### src/rtl/ptw_pkg.sv
package ptw_pkg;

    // Entry flag positions; the physical page number sits in the top bits.
    localparam int unsigned PTE_PRESENT = 0;
    localparam int unsigned PTE_SUPER   = 1;
    localparam int unsigned PTE_RD      = 2;
    localparam int unsigned PTE_WR      = 3;
    localparam int unsigned PTE_EX      = 4;

    typedef enum logic [1:0] {
        ACC_LOAD  = 2'd0,
        ACC_STORE = 2'd1,
        ACC_FETCH = 2'd2,
        ACC_RSVD  = 2'd3
    } acc_e;

    typedef enum logic [1:0] {
        FLT_NONE   = 2'd0,
        FLT_ABSENT = 2'd1,
        FLT_PROT   = 2'd2
    } fault_e;

    typedef enum logic [1:0] {
        XS_IDLE  = 2'd0,
        XS_ISSUE = 2'd1,
        XS_WAIT  = 2'd2,
        XS_RESP  = 2'd3
    } xl_state_e;

endpackage

### src/rtl/ptw_va_split.sv
module ptw_va_split #(
    parameter int VA_W      = 32,
    parameter int PAGE_BITS = 12,
    parameter int MEM_AW    = 32,
    localparam int VPN_W    = VA_W - PAGE_BITS
) (
    input  logic [VA_W-1:0]      vaddr,
    input  logic [MEM_AW-1:0]    base,
    output logic [VPN_W-1:0]     vpn,
    output logic [PAGE_BITS-1:0] offset,
    output logic [MEM_AW-1:0]    entry_addr
);

    logic [MEM_AW-1:0] vpn_ext;

    assign vpn    = vaddr[VA_W-1:PAGE_BITS];
    assign offset = vaddr[PAGE_BITS-1:0];

    generate
        if (MEM_AW > VPN_W) begin : g_widen
            assign vpn_ext = {{(MEM_AW-VPN_W){1'b0}}, vpn};
        end else if (MEM_AW == VPN_W) begin : g_same
            assign vpn_ext = vpn;
        end else begin : g_trunc
            assign vpn_ext = vpn[MEM_AW-1:0];
        end
    endgenerate

    // One word per entry: index the table directly by page number.
    assign entry_addr = base + vpn_ext;

endmodule

### src/rtl/ptw_pte_check.sv
module ptw_pte_check
    import ptw_pkg::*;
#(
    parameter int PTE_W     = 32,
    parameter int PAGE_BITS = 12,
    parameter int PPN_W     = 20,
    localparam int PA_W     = PPN_W + PAGE_BITS
) (
    input  logic [PTE_W-1:0]     pte,
    input  logic [PAGE_BITS-1:0] offset,
    input  acc_e                 acc,
    input  logic                 sup,
    output logic [PA_W-1:0]      paddr,
    output fault_e               fault
);

    logic             need_bit;
    logic [PPN_W-1:0] ppn;

    assign ppn = pte[PTE_W-1 -: PPN_W];

    always_comb begin
        unique case (acc)
            ACC_STORE: need_bit = pte[PTE_WR];
            ACC_FETCH: need_bit = pte[PTE_EX];
            default:   need_bit = pte[PTE_RD];
        endcase
    end

    // The absent check comes first so that it beats any permission outcome.
    always_comb begin
        if (!pte[PTE_PRESENT]) begin
            fault = FLT_ABSENT;
        end else if (!sup && pte[PTE_SUPER]) begin
            fault = FLT_PROT;
        end else if (!need_bit) begin
            fault = FLT_PROT;
        end else begin
            fault = FLT_NONE;
        end
    end

    assign paddr = (fault == FLT_NONE) ? {ppn, offset} : '0;

endmodule

### src/rtl/ptw_translate.sv
module ptw_translate
    import ptw_pkg::*;
#(
    parameter int VA_W      = 32,
    parameter int PAGE_BITS = 12,
    parameter int PPN_W     = 20,
    parameter int MEM_AW    = 32,
    parameter int PTE_W     = 32,
    localparam int PA_W     = PPN_W + PAGE_BITS
) (
    input  logic              clk,
    input  logic              rst,
    input  logic              req_valid,
    output logic              req_ready,
    input  logic [VA_W-1:0]   req_vaddr,
    input  logic [1:0]        req_acc,
    input  logic              req_sup,
    input  logic [MEM_AW-1:0] pt_base,
    output logic              mem_rd_valid,
    input  logic              mem_rd_ready,
    output logic [MEM_AW-1:0] mem_rd_addr,
    input  logic              mem_rsp_valid,
    input  logic [PTE_W-1:0]  mem_rsp_data,
    output logic              rsp_valid,
    input  logic              rsp_ready,
    output logic [PA_W-1:0]   rsp_paddr,
    output logic [1:0]        rsp_fault
);

    localparam int VPN_W = VA_W - PAGE_BITS;

    typedef struct packed {
        xl_state_e         st;
        logic [VA_W-1:0]   va;
        acc_e              acc;
        logic              sup;
        logic [MEM_AW-1:0] ea;
        logic [PA_W-1:0]   pa;
        fault_e            flt;
    } regs_t;

    regs_t r_d, r_q;

    logic [VPN_W-1:0]     req_vpn;
    logic [PAGE_BITS-1:0] req_off;
    logic [MEM_AW-1:0]    req_ea;
    logic [PA_W-1:0]      chk_pa;
    fault_e               chk_flt;

    ptw_va_split #(
        .VA_W      (VA_W),
        .PAGE_BITS (PAGE_BITS),
        .MEM_AW    (MEM_AW)
    ) u_split (
        .vaddr      (req_vaddr),
        .base       (pt_base),
        .vpn        (req_vpn),
        .offset     (req_off),
        .entry_addr (req_ea)
    );

    ptw_pte_check #(
        .PTE_W     (PTE_W),
        .PAGE_BITS (PAGE_BITS),
        .PPN_W     (PPN_W)
    ) u_check (
        .pte    (mem_rsp_data),
        .offset (r_q.va[PAGE_BITS-1:0]),
        .acc    (r_q.acc),
        .sup    (r_q.sup),
        .paddr  (chk_pa),
        .fault  (chk_flt)
    );

    always_comb begin
        r_d = r_q;
        unique case (r_q.st)
            XS_IDLE: begin
                if (req_valid) begin
                    r_d.va  = req_vaddr;
                    r_d.acc = acc_e'(req_acc);
                    r_d.sup = req_sup;
                    r_d.ea  = req_ea;
                    r_d.st  = XS_ISSUE;
                end
            end
            XS_ISSUE: begin
                if (mem_rd_ready) begin
                    r_d.st = XS_WAIT;
                end
            end
            XS_WAIT: begin
                if (mem_rsp_valid) begin
                    r_d.pa  = chk_pa;
                    r_d.flt = chk_flt;
                    r_d.st  = XS_RESP;
                end
            end
            default: begin
                if (rsp_ready) begin
                    r_d.st = XS_IDLE;
                end
            end
        endcase
    end

    always_ff @(posedge clk) begin
        if (rst) begin
            r_q <= '{st: XS_IDLE, va: '0, acc: ACC_LOAD, sup: 1'b0,
                     ea: '0, pa: '0, flt: FLT_NONE};
        end else begin
            r_q <= r_d;
        end
    end

    assign req_ready    = (r_q.st == XS_IDLE);
    assign mem_rd_valid = (r_q.st == XS_ISSUE);
    assign mem_rd_addr  = r_q.ea;
    assign rsp_valid    = (r_q.st == XS_RESP);
    assign rsp_paddr    = r_q.pa;
    assign rsp_fault    = r_q.flt;


    single_flight_chk: assert property (@(posedge clk) disable iff (rst)
        (req_valid && req_ready) |=> !req_ready);


    rd_hold_chk: assert property (@(posedge clk) disable iff (rst)
        (mem_rd_valid && !mem_rd_ready) |=> (mem_rd_valid && $stable(mem_rd_addr)));


    rsp_hold_chk: assert property (@(posedge clk) disable iff (rst)
        (rsp_valid && !rsp_ready) |=>
            (rsp_valid && $stable(rsp_paddr) && $stable(rsp_fault)));


    fault_zero_pa_chk: assert property (@(posedge clk) disable iff (rst)
        (rsp_valid && rsp_fault != 2'd0) |-> (rsp_paddr == '0));


    offset_pass_chk: assert property (@(posedge clk) disable iff (rst)
        (rsp_valid && rsp_fault == 2'd0) |->
            (rsp_paddr[PAGE_BITS-1:0] == r_q.va[PAGE_BITS-1:0]));


    absent_first_chk: assert property (@(posedge clk) disable iff (rst)
        (r_q.st == XS_WAIT && mem_rsp_valid && !mem_rsp_data[PTE_PRESENT])
            |=> (rsp_valid && rsp_fault == 2'd1));

endmodule

### config.mk
export PLATFORM = sky130hd
export DESIGN_NAME = ptw_translate
export DESIGN_NICKNAME = d
export VERILOG_FILES = /design/src/rtl/ptw_pkg.sv /design/src/rtl/ptw_va_split.sv /design/src/rtl/ptw_pte_check.sv /design/src/rtl/ptw_translate.sv
export SDC_FILE = /design/constraint.sdc
export NUM_CORES = 1
export LEC_CHECK = 0
export BUFFER_PORTS_ARGS = -buffer_cell sky130_fd_sc_hd__buf_4
export CAP_MARGIN = 40
export CORE_UTILIZATION = 55
export CTS_BUF_LIST = sky130_fd_sc_hd__clkbuf_4 sky130_fd_sc_hd__clkbuf_8 sky130_fd_sc_hd__clkbuf_16
export DETAILED_ROUTE_END_ITERATION = 8
export GPL_ROUTABILITY_DRIVEN = 0
export PLACE_DENSITY = 0.87
export SLEW_MARGIN = 20
export SYNTH_ARGS = -nofsm -noshare
export SYNTH_HDL_FRONTEND = slang
export SYNTH_SLANG_ARGS = --single-unit
### constraint.sdc
create_clock -name clk -period 6.3 [get_ports clk]
set_clock_uncertainty 0.1 [all_clocks]
set_input_delay 0 -clock clk [delete_from_list [all_inputs] [get_ports clk]]
set_output_delay 0 -clock clk [all_outputs]
set_load 0.1 [all_outputs]
### Yosys cells after proc, flatten, opt, wreduce, memory -nomap -nowiden

Index checks and enable logic that the tools add are counted.
Widths: inputs -> output; s select.

| word-level totals | value |
|---|---|
| flip-flop bits (word level) | 103 |
| input port bits | 105 |
| output and inout port bits | 69 |
| word-level logic and storage cells | 34 |

| cells by class | value |
|---|---|
| add/subtract/negate cells | 1 |
| equality and inequality tests | 8 |
| multiplexer cells | 10 |
| reduce and logical (&&, ||, !) cells | 8 |

Operators by type and width:

| operator | count |
|---|---|
| $mux 69 | 1 |
| $add 32x20->32 | 1 |
| $mux 32 | 1 |
| $mux 2 | 6 |
| $eq 2x2->1 const B | 3 |
| $pmux 2 s3 | 1 |
| $eq 2x1->1 const B | 2 |
| $logic_not 2->1 | 2 |
| $ne 2x2->1 const B | 2 |
| $reduce_and 2->1 | 2 |
| $reduce_and 4->1 | 1 |
| $reduce_bool 4->1 | 1 |
| $ne 2x1->1 const B | 1 |
| $pmux 1 s2 | 1 |
| $logic_and 1x1->1 | 1 |
| $logic_not 1->1 | 1 |

### Longest topological paths before layout

Gate-level depths: netlist (run 1).

| logic depth | value |
|---|---|
| depth in word-level cells | 7 |
| mapped depth | 9 |
| gate-level depth less buffers | 8 |

### Hierarchy

Synthesis (run 1) repeated with hierarchy kept, for this count alone.

| second synthesis, totals | value |
|---|---|
| cell total of the unflattened synthesis | 743 |
| area, all modules | 5587.9 µm² |

Modules (own cells, without submodules):

| module | times used | cells an instance | area each (µm²) | sequential area each (µm²) |
|---|---|---|---|---|
| ptw_translate | 1 | 443 | 3528.4 | 1661.6 |
| ptw_va_split | 1 | 254 | 1722.9 | 0.0 |
| ptw_pte_check | 1 | 46 | 336.6 | 0.0 |

### Worst setup path after synthesis (run 1)

OpenSTA, ideal clock, no wires.

| timing path | value |
|---|---|
| path type | register to register |
| start | reg r_q[101] in the netlist's numbering |
| end | reg r_q (netlist bit mem_rd_addr[0]) |
| library setup time | 70 ps |
| data arrival time | 2409 ps |
| data required time | 6130 ps |
| slack | 3721 ps |
| stages on the path, launching flop included | 9 |
| buffers on the path | 3 |
| clock period less this slack | 2579 ps |
| cell sequence | dfxtp_1 > inv_1 > ha_1 > and2_1 > clkbuf_1 > clkbuf_1 > clkbuf_1 > nand2_1 > a21oi_1 |

| between the ends | value |
|---|---|
| word-level cells in the longest chain between the ends | 2 |

Ends and longest elaborated chain:

| element | RTL line | source |
|---|---|---|
| start, declared | ptw_translate.sv:42 | `regs_t r_d, r_q;` |
| start signal, assigned | ptw_translate.sv:109 | `r_q <= '{st: XS_IDLE, va: '0, acc: ACC_LOAD, sup: 1'b0,` |
| start signal, assigned | ptw_translate.sv:112 | `r_q <= r_d;` |
| $logic_not 2->1 | - |  |
| named net req_ready | ptw_translate.sv:14 | `output logic req_ready,` |
| $reduce_and 2->1 (no line) | - |  |

The timed path passes the listed nets, and every way through them passes these cells.
A chain may end at the register's enable or synchronous reset.

### Worst setup path after layout (run 1)

| timing path | value |
|---|---|
| start | in pt_base[0] |
| end | reg r_q (netlist bit mem_rd_addr[30]) |

| between the ends | value |
|---|---|
| word-level cells in the longest chain between the ends | 1 |

Ends and longest elaborated chain:

| element | RTL line | source |
|---|---|---|
| start, declared | ptw_translate.sv:18 | `input logic [MEM_AW-1:0] pt_base,` |
| $add 32x20->32 | ptw_va_split.sv:30 | `assign entry_addr = base + vpn_ext;` |

Every way passes these cells.

==> flow_metrics.tcl, run 1 <==
set metrics [dict create \
    status "completed" \
    cp-start-kind "input port" \
    grt_overflow_total 0 \
    max_clock_freq_ghz 0.3182 \
    dpl.hpwl_um 8816 \
    cp-endpoint "mem_rd_addr[30]$_SDFFE_PP0P_" \
    root_buffer "clkbuf_8" \
    ys_seq_elements 83 \
    hold_class "input port to flip-flop" \
    timing.rr.start "r_q[101]$_SDFFE_PP0P_" \
    final-setup-viol-count 0 \
    synth_seq_area_share 0.3336 \
    path_delay_family "buffers and inverters" \
    max_cap_violations 0 \
    rows 34 \
    chipWidth_um 97.17 \
    syn_to_final_growth_pct 31.83 \
    clock-sinks 83 \
    die_area_mm2 0.009441 \
    p_per_area_mw_per_mm2 321.1 \
    layout_commonest_cell "buf_4" \
    layout.nets 886 \
    grt_start_max_net_pins 84 \
    core_mm2 0.008763 \
    cpPeakStageDelay_ps 570 \
    drtPass1Iterations 4 \
    slew_headroom 0.4360 \
    rsz0062_at_grt "false" \
    routed_wl_um 13870 \
    path_clk_slew_ps 90 \
    drt_iter0_markers 246 \
    final_max_slew_viol_count 0 \
    p_leak_nw 2.866 \
    startpoint "pt_base[0]" \
    crit_chain "dlygate4sd3_1 -> buf_4 -> ha_1 -> fa_1 -> a21o_1 -> a221oi_2 -> and2_1 -> a2bb2oi_1 -> nand3_1 -> nand3_1 -> dlygate4sd3_1" \
    yosys_warnings 0 \
    async_flop_share 0 \
    p_total_w 0.002108 \
    critPathSlowestCell "dlygate4sd3_1" \
    required_ps 6480 \
    grt_pass1_vias 4936 \
    drive_gt1_frac 0.2675 \
    synth-main-ff-cell "dfxtp_1" \
    htree_num_levels 3 \
    cts_setup_buffers 0 \
    r2r_slack_ps 3380 \
    cts_tree "done" \
    cts-resized-gates 0 \
    syn_area_mm2 0.004981 \
    end_kind "flip-flop" \
    finalHoldViolCount 0 \
    fill_cells 620 \
    worstMarginPinSlew_ps 842.9 \
    track_usage 0.2920 \
    grt_pass1_wl_um 23020 \
    n_antenna_cell 0 \
    wire_per_inst_um 16.00 \
    ys_types 66 \
    final_cell_mix "buf_4, dfxtp_1, nand2_1, nor2_1, dlygate4sd3_1" \
    synth_edf_count 0 \
    arrival_ps 3330 \
    clockBufferDepth 2 \
    path_buf_inv 3 \
    tns_ps 0 \
    period_needed_ps 3143 \
    ctsHoldBuffers 59 \
    path_depth 11 \
    critPathMaxFanout 4 \
    r2r_cells 8 \
    fin_crit_sh 0.4988 \
    reg2reg_to "mem_rd_addr[30]$_SDFFE_PP0P_" \
    drc 0 \
    vias 5014 \
    postRouteAntennaNets 0 \
    viasPerCell 5.783 \
    die_y_um 97.17 \
    start_util 0.5684 \
    portBuffers 166 \
    ir_drop_uv 225.8 \
    clock_latency_ps 340 \
    syn_avg_cell_area_um2 8.126 \
    synth_fp_nets 745 \
    cts_buffers 9 \
    antenna_found_initial 0 \
    netlist_instances 613 \
    num_io_pins 174 \
    worstSetupPathType "input port to flip-flop" \
]
[layer usage]
metal	vias to the layer above	share of wire	track usage
met4	0	0.025	0.09759
met3	42	0.072	0.06187
met1	2312	0.39	0.3408
li1	2408	-	-
met5	-	0	0
met2	252	0.51	0.5271
[cell usage after synthesis, types with 3 or more instances]
cell | count | area, um2
nand2_1 | 72 | 270.3
inv_1 | 15 | 56.30
a21o_1 | 6 | 45.04
o21a_1 | 3 | 22.52
buf_4 | 70 | 525.5
nand4_1 | 6 | 37.54
a32o_1 | 3 | 30.03
and2_1 | 3 | 18.77
o31ai_1 | 3 | 22.52
nor3_1 | 11 | 55.05
a211oi_1 | 8 | 60.06
o211ai_1 | 5 | 37.54
and3_1 | 8 | 50.05
a221o_1 | 3 | 30.03
nand3_1 | 13 | 65.06
a22oi_1 | 36 | 270.3
xor2_1 | 5 | 43.79
clkbuf_1 | 24 | 90.09
nand2b_1 | 3 | 18.77
nand3b_1 | 5 | 37.54
xnor2_1 | 7 | 61.31
nor2_1 | 59 | 221.5
buf_1 | 3 | 11.26
nor2b_1 | 3 | 18.77
nor3b_1 | 3 | 22.52
or3_1 | 7 | 43.79
ha_1 | 26 | 325.3
dfxtp_1 | 83 | 1662
a311oi_1 | 3 | 26.28
a21oi_1 | 51 | 255.2
o21ai_0 | 21 | 105.1
[area by class of cell]
cell class / count / area, um2 / share of cell area
multi-input cells: 416 / 2634 / 0.4011
repair buffers: 229 / 1871 / 0.2849
flip-flops and latches: 83 / 1662 / 0.2530
clock buffers: 10 / 137.6 / 0.02096
well taps: 108 / 135.1 / 0.02058
clock inverters: 6 / 71.32 / 0.01086
inverters: 15 / 56.30 / 0.008575
[sequential cells by signal, summed over array words and instances, names as in the netlist]
register / count
rsp_fault: 2
r_q: 17
mem_rd_addr: 32
rsp_paddr: 32
[worst reg2reg max path: cells and delay by family, from the launching register on]
kind                       cells  cell delay [ps]
DFF                            1              400
adders and majority gates      1              250
buffers and inverters          3              920
and+or+nand+nor                3              990
AOI/OAI and AO/OA              1              210
[worst min-delay path by stage]
stage               slack, ps  depth (start not counted)              from                    endpoint
floorplan                  40                          2           req_sup        r_q[66]$_SDFFE_PP0P_
finish                     20                          4   mem_rsp_data[0]   rsp_fault[1]$_SDFFE_PP0P_
global route               40                          4   mem_rsp_data[0]   rsp_fault[1]$_SDFFE_PP0P_
CTS                        10                          4   mem_rsp_data[0]   rsp_fault[1]$_SDFFE_PP0P_
global placement          140                          3  mem_rsp_data[22]  rsp_paddr[22]$_SDFFE_PP0P_
detailed placement        150                          3  mem_rsp_data[24]  rsp_paddr[24]$_SDFFE_PP0P_
[power breakdown]
group	internal [W]	total, W	switching (W)
sequential	0.000604	0.000656	0.0000520
combinational	0.000292	0.00105	0.000761
clock	0.000198	0.000399	0.000202
total	0.00109	0.00211	0.00101
[logic make-up (layout without fill, tap and decap cells)]
| family | after synthesis | count (layout) | share of synthesized area |
|---|---|---|---|
| compound gates | 170 | 170 | 0.2379 |
| xor+xnor | 12 | 12 | 0.02110 |
| fa+ha+maj | 27 | 27 | 0.06933 |
| buf+inv | 114 | 260 | 0.1392 |
| flops | 83 | 83 | 0.3336 |
| mux | 2 | 2 | 0.004019 |
| simple gates | 205 | 205 | 0.1949 |
[stage by stage]
stage / utilization / worst slack (ps) / hold slack (ps) / cells / instance area (um2)
final: 0.7493 / 3157 / 20.67 / 867 / 6566
after detailed placement: 0.6581 / 3686 / 145.1 / 792 / 5767
after floorplan: - / 3721 / 35.96 / 613 / 4981
after CTS: 0.7493 / 3308 / 14.35 / 867 / 6566
after global placement: 0.6553 / 3756 / 138.1 / 790 / 5743
after global routing: 0.7493 / 3133 / 40.46 / 867 / 6566
Note: power is estimated with default switching activity, not from simulation.
==> run 2: changes to the inputs <==
CORE_UTILIZATION = 51   (was 55)
PLACE_DENSITY = 0.81   (was 0.87)
clock period = 3.1 ns   (was 6.3 ns; I/O delays follow)
==> run 2 against run 1 <==
Compared with the run above:
- utilization fell by 4.6 points
- largest power group unchanged
- flip-flop and latch count did not move
- worst setup slack got worse by 3000 ps
==> flow_metrics.tcl, run 2 (synthesis gave the netlist of run 1 again) <==
set metrics [dict create \
    path_clk_slew_ps 90 \
    min_delay_worst_endpoint "mem_rd_addr[1]$_SDFFE_PP0P_" \
    rows 35 \
    num_io_pins 174 \
    crit_chain "dlygate4sd3_1 -> buf_4 -> ha_1 -> fa_1 -> a21o_1 -> a221oi_4 -> a21oi_1 -> o21a_1 -> o211ai_1 -> nand3_1 -> dlygate4sd3_1" \
    end_kind "flip-flop" \
    layout_commonest_cell "buf_4" \
    clock_latency_ps 340 \
    status "completed" \
    max_clock_freq_ghz 0.3366 \
    grt_start_max_net_pins 84 \
    utilization 0.7036 \
    timing.rr.start "r_q[102]$_SDFFE_PP0P_" \
    path_common_cell "dlygate4sd3_1" \
    slew_headroom 0.4514 \
    path_buf_inv 3 \
    final-setup-viol-count 0 \
    clockBufferDepth 2 \
    worstSetupPathType "input port to flip-flop" \
    root_buffer "clkbuf_8" \
    drt_iter0_markers 234 \
    htree_num_levels 3 \
    cts_tree "done" \
    chipWidth_um 100.8 \
    hp-start "pt_base[1]" \
    final_cells 889 \
    portBuffers 166 \
    r2r_cells 9 \
    syn_to_final_growth_pct 32.38 \
    antenna_found_initial 0 \
    cpPeakStageDelay_ps 560 \
    critPathSlowestCell "dlygate4sd3_1" \
    r2r_slack_ps 360 \
    period_needed_ps 2971 \
    drc 0 \
    drive_gt1_frac 0.2711 \
    track_usage 0.2681 \
    start_util 0.5315 \
    required_ps 3230 \
    dpl.hpwl_um 9344 \
    worstMarginPinSlew_ps 822.9 \
    arrival_ps 3100 \
    core_mm2 0.009371 \
    die_y_um 100.8 \
    dp_cells 815 \
    max_cap_violations 0 \
    fin_crit_sh 0.9583 \
    path_delay_family "buffers and inverters" \
    final_cell_mix "buf_4, dfxtp_1, nand2_1, nor2_1, dlygate4sd3_1" \
    ir_drop_uv 394.7 \
    final_max_slew_viol_count 0 \
    p_leak_nw 2.874 \
    hold_class "input port to flip-flop" \
    rsz0062_at_grt "false" \
    critPathMaxFanout 4 \
    die_area_mm2 0.01017 \
    grt_pass1_wl_um 21700 \
    layout.nets 887 \
    cts_buffers 9 \
    finalHoldViolCount 0 \
    grt_pass1_vias 4701 \
    vias 4910 \
    viasPerCell 5.523 \
    reg2reg_to "mem_rd_addr[30]$_SDFFE_PP0P_" \
    n_antenna_cell 0 \
    min_path_cells 4 \
    p_per_area_mw_per_mm2 642.5 \
    postRouteAntennaNets 0 \
    routed_wl_um 13690 \
    cp-start-kind "input port" \
    drtPass1Iterations 4 \
    tns_ps 0 \
    grt_overflow_total 0 \
    clock-sinks 83 \
    wire_per_inst_um 15.39 \
]
## run 2: power by group
part           switching (W)  internal (W)
logic                0.00155      0.000599
clock network       0.000431      0.000331
registers           0.000101       0.00123
## run 2: per-layer routing
layer	wire length (um)	GRT usage	part of all wire	vias to the layer above
met5	0	0	0	-
met4	388	0.1237	0.028	0
met3	863	0.04438	0.063	33
met2	6807	0.4768	0.50	218
met1	5625	0.3148	0.41	2245
li1	-	-	-	2414
## run 2: worst max-delay path by stage
stage / start / endpoint / slack, ps / cells after the start
global placement: req_vaddr[12] / mem_rd_addr[22]$_SDFFE_PP0P_ / 600 / 9
detailed placement: req_vaddr[12] / mem_rd_addr[20]$_SDFFE_PP0P_ / 510 / 9
finish: pt_base[0] / mem_rd_addr[26]$_SDFFE_PP0P_ / 130 / 11
global route: pt_base[0] / mem_rd_addr[26]$_SDFFE_PP0P_ / 20 / 11
floorplan: r_q[101]$_SDFFE_PP0P_ / mem_rd_addr[0]$_SDFFE_PP0P_ / 520 / 8
CTS: pt_base[0] / mem_rd_addr[30]$_SDFFE_PP0P_ / 90 / 11
## run 2: through the flow
stage,instance area [um2],hold slack [ps],setup WS [ps],power [W]
floorplan,4981,35.96,520.9,0.003072
global placement,5784,136.8,596.3,0.003357
detailed placement,5803,147.6,511.4,0.003401
CTS,6576,8.963,87.35,0.004234
global route,6594,34.43,15.85,0.004440
finish,6594,37.02,129.2,0.004236
## run 2: area by class of cell
type / count / area [um2]
multi-input combinational: 416 / 2646
timing repair buffer: 230 / 1876
tap: 129 / 161.4
sequential: 83 / 1662
clock buffer: 10 / 137.6
clock inverter: 6 / 55.05
inverter: 15 / 56.30
fill: 742 / 2778
## run 2: worst reg2reg max path: stages, from the launching register on
cell and delay [ps]:
dfxtp_1 440, inv_1 100, ha_1 230, nand2_1 90, buf_4 260, nor4_1 90, dlygate4sd3_1 600, o211ai_1 90
nand3_1 80, dlygate4sd3_1 560
## run 2: repair_timing
item,CTS,global route
gates resized for setup,0,2
endpoints found under the setup margin,0,2
buffers inserted,0,0
hold buffers,58,0
hold endpoints to repair,51,0
==> run 3: changes to the inputs <==
==> constraint.sdc (replaced) <==
create_clock -name clk -period 3 [get_ports clk]
set_clock_uncertainty 0.1 [all_clocks]
set_input_delay 0 -clock clk [delete_from_list [all_inputs] [get_ports clk]]
set_output_delay 0 -clock clk [all_outputs]
set_load 0.02 [all_outputs]
==> run 3 against run 2 <==
Compared with the run above:
- utilization is 0.36 points higher
- sequential power up 3%
- clock power increased by 3.4%
- count of clock-buffer cells in the layout unchanged
- sequential share of layout area fell by 0.13 points
- register-to-register slack got worse by 50 ps
- first-iteration DRC count down 9.8%
- flip-flop and latch count is the same
- final cell count grew 0.45%
- combinational power down 33%
- critical endpoint unchanged
- largest cell class unchanged
- highest routed layer unchanged
==> flow_metrics.tcl, run 3 (synthesis gave the netlist of run 1 again) <==
set metrics [dict create \
    status "completed" \
    drt_iter0_markers 211 \
    grt_start_max_net_pins 84 \
    p_leak_nw 2.885 \
    clock-sinks 83 \
    dp_cells 816 \
    viasPerCell 5.587 \
    chipWidth_um 100.8 \
    multi_input_area_mm2 0.002655 \
    worstMarginPinSlew_ps 828.2 \
    grt_pass1_wl_um 22560 \
    cts_tree "done" \
    antenna_found_initial 0 \
    fin_crit_sh 0.9713 \
    finalHoldViolCount 0 \
    clockBufferDepth 2 \
    die_y_um 100.8 \
    final_cell_mix "buf_4, dfxtp_1, nand2_1, nor2_1, dlygate4sd3_1" \
    hold_class "input port to flip-flop" \
    wire_per_inst_um 15.88 \
    p_per_area_mw_per_mm2 543.6 \
    cts_buffers 9 \
    cp-start-kind "input port" \
    power_switching_w 0.001371 \
    n_antenna_cell 0 \
    final_cells 893 \
    max_cap_violations 0 \
    swShare 0.3805 \
    rows 35 \
    pwr-share-clk 0.219 \
    tns_ps 0 \
    critPathMaxFanout 4 \
    layout_commonest_cell "buf_4" \
    root_buffer "clkbuf_8" \
    die_area_mm2 0.01017 \
    final_max_slew_viol_count 0 \
    layout.nets 891 \
    combPwrFrac 0.400 \
    required_ps 3140 \
    period_needed_ps 2914 \
    portBuffers 166 \
    grt_overflow_total 0 \
    drive_gt1_frac 0.2775 \
    end_kind "flip-flop" \
    dpl.hpwl_um 9247 \
    intPower_w 0.002232 \
    arrival_ps 3060 \
    htree_num_levels 3 \
    grt_pass1_vias 4821 \
    postRouteAntennaNets 0 \
    syn_to_final_growth_pct 33.06 \
    p_seq_frac 0.382 \
    slew_headroom 0.4479 \
    worstSetupPathType "input port to flip-flop" \
    critPathSlowestCell "dlygate4sd3_1" \
    track_usage 0.2801 \
    final-setup-viol-count 0 \
    vias 4989 \
    final_area_mm2 0.006628 \
    path_common_cell "dlygate4sd3_1" \
    drc 0 \
    placed_area_mm2 0.005803 \
    routed_wl_um 14180 \
    clock_latency_ps 350 \
    num_io_pins 174 \
    crit_chain "dlygate4sd3_1 -> buf_4 -> ha_2 -> fa_2 -> a21o_1 -> a221oi_4 -> a21oi_2 -> o21a_1 -> o211ai_1 -> nand3_1 -> dlygate4sd3_1" \
    start_util 0.5315 \
    fill_cells 711 \
    utilization 0.7072 \
    core_mm2 0.009371 \
    max_clock_freq_ghz 0.3432 \
    cpPeakStageDelay_ps 560 \
    ir_drop_uv 365.3 \
    drtPass1Iterations 4 \
    path_clk_slew_ps 90 \
    regArea_mm2 0.001662 \
]
==> run 3: changes by cell type in the layout (fill, tap and decap cells not counted) <==
cell	before	now
ha_1	26	25
buf_4	170	174
ha_2	0	1
fa_1	1	0
fa_2	0	1
a21oi_2	0	1
a21oi_1	51	50
dlygate4sd3_1	58	59
buf_8	1	0
==> run 3: layout make-up <==
| class | instances | share of cell area |
|---|---|---|
| Timing Repair Buffer | 234 | 0.2868 |
| Multi-Input combinational cell | 416 | 0.4006 |
| Tap cell | 129 | 0.02435 |
| Clock buffer | 10 | 0.02077 |
| Inverter | 15 | 0.008495 |
| Clock inverter | 6 | 0.008307 |
| Sequential cell | 83 | 0.2507 |
==> run 3: power by group through the flow <==
stage / clock [W] / combinational, W / sequential (W)
final: 0.000788 / 0.00144 / 0.00137
after global routing: 0.000849 / 0.00157 / 0.00139
after CTS: 0.000803 / 0.00142 / 0.00137
after detailed placement: 0 / 0.00132 / 0.00140
after global placement: 0 / 0.00129 / 0.00139
after floorplan: 0 / 0.00101 / 0.00136
==> run 3: per-stage QoR <==
step / hold slack, ps / worst slack, ps / power [W]
after floorplan: 35.96 / 793.6 / 0.002368
after global placement: 136.4 / 491.8 / 0.002678
after detailed placement: 144.0 / 460.2 / 0.002721
after CTS: 24.07 / 16.36 / 0.003591
after global routing: 58.67 / -5.968 / 0.003808
final: 32.05 / 86.22 / 0.003603
==> run 3: routing by layer <==
layer	up-vias	GRT usage	routed length [um]
li1	2414	-	-
met1	2307	0.3178	5524
met2	221	0.5121	7209
met3	47	0.05409	960
met4	0	0.1159	482
met5	-	0	0
==> run 3: worst paths after layout <==
check | start | endpoint | slack (ps) | cells past startpoint
max | pt_base[0] | mem_rd_addr[26]$_SDFFE_PP0P_ | 90 | 11
min | pt_base[2] | mem_rd_addr[2]$_SDFFE_PP0P_ | 30 | 4
max reg2reg | r_q[102]$_SDFFE_PP0P_ | mem_rd_addr[23]$_SDFFE_PP0P_ | 310 | 8
min reg2reg | mem_rd_addr[6]$_SDFFE_PP0P_ | mem_rd_addr[6]$_SDFFE_PP0P_ | 360 | 2
==> run 3: what timing repair did <==
| item | 4_1_cts | 5_1_grt |
|---|---|---|
| endpoints found under the setup margin | 0 | 2 |
| buffers inserted | 0 | 1 |
| endpoints found under the hold margin | 52 | 0 |
| gates resized for setup | 0 | 5 |
| hold buffers | 60 | 0 |
==> run 3: worst max-delay path: cells and delay by family <==
kind            cells  cell delay (ps)
fa+ha+maj           2              550
simple gates        1               80
buf+inv             3             1270
compound gates      5             1150
